**config.mk**
```make
export PLATFORM = sky130hd
export DESIGN_NAME = stream_segmenter
export DESIGN_NICKNAME = d
export VERILOG_FILES = /design/src/rtl/seg_pkg.sv /design/src/rtl/seg_ctrl.sv /design/src/rtl/seg_datapath.sv /design/src/rtl/stream_segmenter.sv
export SDC_FILE = /design/constraint.sdc
export NUM_CORES = 1
export LEC_CHECK = 0
export ABC_AREA = 1
export BUFFER_PORTS_ARGS = -buffer_cell sky130_fd_sc_hd__buf_2
export CORE_MARGIN = 2
export CORE_UTILIZATION = 51
export CTS_CLUSTER_DIAMETER = 60
export DETAILED_ROUTE_END_ITERATION = 10
export PLACE_DENSITY_LB_ADDON = 0.12
export SLEW_MARGIN = 10
export SYNTH_ARGS = -nofsm -noshare
export SYNTH_HDL_FRONTEND = slang
export SYNTH_HIERARCHICAL = 1
export SYNTH_SLANG_ARGS = --single-unit
```
**constraint.sdc**
```tcl
create_clock -name clk -period 1.8 [get_ports clk]
set_input_delay 0.27 -clock clk [delete_from_list [all_inputs] [get_ports clk]]
set_output_delay 0.27 -clock clk [all_outputs]
set_load 0.005 [all_outputs]
```
**src/rtl/seg_pkg.sv**
```systemverilog
package seg_pkg;
  // Strobes from control to datapath for one cycle
  typedef struct packed {
    logic loadBuf;    // capture inData into lookahead register
    logic emit;       // move held sample into the output register
    logic emitBegin;  // flag value for the emitted beat
    logic emitEnd;    // flag value for the emitted beat
  } segStrobes_t;
endpackage

```
**src/rtl/seg_ctrl.sv**
```systemverilog
module seg_ctrl
  import seg_pkg::*;
(
  input  logic        clk,
  input  logic        rst,
  input  logic        inValid,
  input  logic        inKeep,
  input  logic        flush,
  input  logic        slotFree,
  output logic        inReady,
  output segStrobes_t strobes
);

  logic bufValid;
  logic bufFirst;
  logic accept;

  assign inReady = slotFree && !flush;
  assign accept  = inValid && inReady;

  always_comb begin
    strobes.loadBuf   = accept && inKeep;
    strobes.emit      = bufValid && (accept || (flush && slotFree));
    strobes.emitEnd   = flush || !inKeep;
    strobes.emitBegin = bufFirst;
  end

  always_ff @(posedge clk) begin
    if (rst) begin
      bufValid <= 1'b0;
      bufFirst <= 1'b0;
    end else if (strobes.loadBuf) begin
      bufValid <= 1'b1;
      bufFirst <= !bufValid;
    end else if (strobes.emit && strobes.emitEnd) begin
      bufValid <= 1'b0;
    end
  end

  // a flush honoured with a held sample leaves the lookahead empty
  a_r5_flush_empties: assert property (@(posedge clk) disable iff (rst)
    (flush && slotFree && bufValid) |=> !bufValid);

  // an input of keep 1 onto an empty lookahead produces no emission
  a_r8_first_held: assert property (@(posedge clk) disable iff (rst)
    (accept && inKeep && !bufValid) |-> !strobes.emit);

endmodule

```
**src/rtl/seg_datapath.sv**
```systemverilog
module seg_datapath
  import seg_pkg::*;
#(
  parameter int DATA_W = 16
) (
  input  logic              clk,
  input  logic              rst,
  input  segStrobes_t       strobes,
  input  logic [DATA_W-1:0] inData,
  input  logic              outReady,
  output logic              slotFree,
  output logic              outValid,
  output logic [DATA_W-1:0] outData,
  output logic              outBegin,
  output logic              outEnd
);

  logic [DATA_W-1:0] bufData;

  assign slotFree = !outValid || outReady;

  always_ff @(posedge clk) begin
    if (strobes.loadBuf) bufData <= inData;
  end

  always_ff @(posedge clk) begin
    if (rst) begin
      outValid <= 1'b0;
      outData  <= '0;
      outBegin <= 1'b0;
      outEnd   <= 1'b0;
    end else if (slotFree) begin
      outValid <= strobes.emit;
      if (strobes.emit) begin
        outData  <= bufData;
        outBegin <= strobes.emitBegin;
        outEnd   <= strobes.emitEnd;
      end
    end
  end

  // Framing monitor for assertions: inside a segment on the output side
  logic inSeg;
  always_ff @(posedge clk) begin
    if (rst) inSeg <= 1'b0;
    else if (outValid && outReady) inSeg <= !outEnd;
  end

  a_r6_hold_stable: assert property (@(posedge clk) disable iff (rst)
    (outValid && !outReady) |=> (outValid && $stable(outData)
                                 && $stable(outBegin) && $stable(outEnd)));

  a_r2_begin_outside: assert property (@(posedge clk) disable iff (rst)
    (outValid && outBegin) |-> !inSeg);

  a_r3_cont_inside: assert property (@(posedge clk) disable iff (rst)
    (outValid && !outBegin) |-> inSeg);

  a_r7_reset_clear: assert property (@(posedge clk)
    $past(rst) |-> !outValid);

endmodule

```
**src/rtl/stream_segmenter.sv**
```systemverilog
module stream_segmenter
  import seg_pkg::*;
#(
  parameter int DATA_W = 16
) (
  input  logic              clk,
  input  logic              rst,
  input  logic              inValid,
  input  logic [DATA_W-1:0] inData,
  input  logic              inKeep,
  output logic              inReady,
  input  logic              flush,
  output logic              outValid,
  output logic [DATA_W-1:0] outData,
  output logic              outBegin,
  output logic              outEnd,
  input  logic              outReady
);

  segStrobes_t strobes;
  logic        slotFree;

  seg_ctrl u_ctrl (
    .clk      (clk),
    .rst      (rst),
    .inValid  (inValid),
    .inKeep   (inKeep),
    .flush    (flush),
    .slotFree (slotFree),
    .inReady  (inReady),
    .strobes  (strobes)
  );

  seg_datapath #(.DATA_W(DATA_W)) u_dp (
    .clk      (clk),
    .rst      (rst),
    .strobes  (strobes),
    .inData   (inData),
    .outReady (outReady),
    .slotFree (slotFree),
    .outValid (outValid),
    .outData  (outData),
    .outBegin (outBegin),
    .outEnd   (outEnd)
  );

endmodule

```
==> summary.txt <==
Global route
  • Largest net degree at the start of global routing: 39
  • Gr usage total: 15.8%
  • Grt ovf: 0
  • Antenna violations before repair: 0
  • Number of global-route vias before repair: 914
  • First-pass GRT wire length: approximately 4100 um

Worst setup path
  • Worst-path cell chain: nand2_2, inv_1, nor2_1, buf_2
  • Crit-path max FO: 4
  • Crit-path leading delay family: flip-flops
  • Critical Path RT: 1.53 ns
  • CP arrival: 0.99 ns
  • Crit-path slowest cell: dfxtp_1
  • Startpoint types: flip-flop
  • Worst r2r dst: u_dp/bufData[6]
  • FF-to-FF setup slack: roughly 0.56 ns
  • FF-to-FF path depth: 3
  • Endpoint class of the critical path: primary output
  • Setup Crit Path Kind: reg -> out
  • Crit path buf inv count: 2
  • CP Depth: 4
  • Worst R2R Start: u_dp/outValid
  • CP peak stage delay: ~0.33 ns

Synth
  • Yosys warning count: 6
  • Ranking of synthesized cells by area: edfxtp_1, dfxtp_1, nand3_1
  • Syn Area/Cell: between 9 and 10 um2
  • Mapped Cells: 163
  • Mapped Nets: between 150 and 200
  • Part of the Yosys area used for sequential elements: approximately three fifths
  • Synth top area share: 31.4%
  • Cell taking the most area after synthesis: edfxtp_1
  • Netlist Area Pre-Place: ~1500 um2
  • Yosys reg bits: 37
  • Post-synth cell types: 18

Final layout
  • Most frequent cells in the layout: buf_2, inv_1, nor2_1, nand2_1, dfxtp_1
  • Multi-input logic area: 435 um2
  • Register area: approximately 900 um2
  • Leading cell type in the layout, fill and taps excluded: buf_2
  • Synthesis-to-finish area growth: 17.4%
  • Fillers: between 200 and 300
  • Final #Nets: between 200 and 250
  • Antenna cell count: 0
  • Layout cells sized above 1: a little over 30%

Placed design
  • GPL Wtd Cong: 0.707
  • Hpwl dp: between 1500 and 2000 um
  • Port bufs: between 40 and 50
  • Pre-CTS setup slack: a little under 0.5 ns

Pwr
  • Comb pwr share: under 10%
  • Sw Pwr: between 0.3 and 0.4 mW
  • Pleak: 0.872 nW
  • Sw frac: 19.7%
  • VDD IR max: about 540 uV
  • Reg power frac: 57.2%
  • Clock power frac: a little over a third
  • P_int: roughly 1.3 mW
  • Power per cell area: 892 nW/um2

Drt
  • Drt first pass iters: 7
  • Initial DRC count: 55
  • DR vias: roughly 1100
  • Routed Antenna Nets: 0
  • DR DRC count: 3
  • Wirelength per Cell: ~10 um
  • Total Wirelength: 2360 um
  • Vias per inst: about 4.7

Timing
  • Setup Viol. Count Final: 0
  • Unrepaired setup endpoints after global routing: false
  • Fin. max-slew vios: 0
  • Clk_skew: 0.00672 ns
  • Slew margin rel.: between 60% and 70%
  • Slew @ Worst Pin: roughly 0.46 ns
  • Endpoints failing hold: 0
  • Tmin final: between 1 and 1.5 ns
  • Peak Freq: 796 MHz
  • Post-route setup TNS: 0 ns
  • Worst hold slack: about 0.11 ns
  • Final worst path period share: 69.8%
  • PnR worst setup slack: ~0.54 ns

Clocking
  • Clock latency on the worst-skew pair: 0.33 ns
  • Clock-pin slew of the registers on the worst-case setup and hold paths: around 0.10 ns
  • Max Root-Sink Buffers: 2
  • Hold-fix buffers, CTS: 0
  • CTS tree: yes
  • Post-CTS sizing: 0
  • Post-CTS setup repair buffer count: 0
  • CTS buffer count: 5
  • CTS sink count: 37
  • Clk root buf: clkbuf_4
  • H-tree depth: 2

Hold path
  • Min-Delay Endpoint: u_dp/bufData[2]
  • Worst Hold Launch: inData[2]
  • Hold Path Depth: 1
  • Classification of the worst-slack hold path: in -> reg

Die
  • Num rows: 19
  • Chip width: slightly below 60 um
  • Starting Density: between 50% and 60%
  • Top-Level Pins: 42
  • Core Area: ~2800 um2
  • Die area: about 3400 um2
  • Die Y: about 59 um

Status
  • Failing checks: DRC
  • Status: finished with violations

Run
  • Max Cap Viol: 0
## area by class of cell
cell class	instances	share of cell area, %
Sequential cell	37	50.2
Clock buffer	7	3.07
Multi-Input combinational cell	89	24.3
Tap cell	31	2.16
Timing Repair Buffer	43	13.0
Inverter	27	5.65
Clock inverter	1	1.67
## synth_stat cells
cell type,n
a21oi_1,11
a21oi_2,8
and3_1,1
buf_2,3
buf_4,2
buf_6,4
buf_8,1
clkinv_1,1
dfxtp_1,21
edfxtp_1,16
inv_1,25
inv_2,1
nand2_1,21
nand2_2,2
nand2_4,1
nand3_1,20
nor2_1,24
nor2_4,1
## logic make-up (layout without fill, tap and decap cells)
family,Yosys count,after routing,synth area share [%]
simple gates,70,70,20.3
buf+inv,37,78,12.5
flops,37,37,59.0
compound gates,19,19,8.19
## flip-flops by register name, summed over array words and instances (netlist names)
signal and flops:
u_ctrl/bufFirst 1, u_ctrl/bufValid 1, u_dp/bufData 16, u_dp/outBegin 1
u_dp/outData 16, u_dp/outEnd 1, u_dp/outValid 1
## how the worst max path moves through the flow
| stage | startpoint | end | slack (ns) |
|---|---|---|---|
| 3_3_place_gp | outReady | u_dp/bufData[7] | 0.51 |
| 6_report | u_dp/outValid | inReady | 0.54 |
| 5_1_grt | u_dp/outValid | inReady | 0.44 |
| 2_1_floorplan | u_dp/outValid | u_dp/outBegin | 0.36 |
| 3_5_place_dp | outReady | u_dp/bufData[0] | 0.49 |
| 4_1_cts | u_dp/outValid | inReady | 0.53 |
## worst register-to-register path, cell delays in order (launching register included)
cell and delay [ns]:
dfxtp_1 0.33, nand2_2 0.10, nand2_2 0.08, nor2_4 0.39
## metal layers
| layer | share of wire, % | GRT usage, % | up-vias |
|---|---|---|---|
| li1 | - | - | 595 |
| met1 | 51 | 23.3 | 460 |
| met2 | 40 | 20.5 | 41 |
| met3 | 8.6 | 6.81 | 2 |
| met4 | 0.47 | 5.84 | 0 |
| met5 | 0 | 0 | - |
## power by group through the flow
stage	sequential [mW]	combinational (mW)	clock, mW
final	0.915	0.106	0.579
after floorplan	0.934	0.0653	0
after global placement	0.934	0.105	0
after detailed placement	0.935	0.107	0
after global routing	0.918	0.123	0.640
after CTS	0.915	0.107	0.598
## stage by stage
step / instances / power, mW / util [%] / instance area [um2]
3_3_place_gp: 227 / 1.04 / 60.9 / 1710
6_report: 235 / 1.60 / 64.0 / 1790
5_1_grt: 235 / 1.68 / 64.0 / 1790
2_1_floorplan: 163 / 0.999 / - / 1530
4_1_cts: 235 / 1.62 / 64.0 / 1790
3_5_place_dp: 227 / 1.04 / 60.9 / 1710
Note: power is estimated with default switching activity, not from simulation.
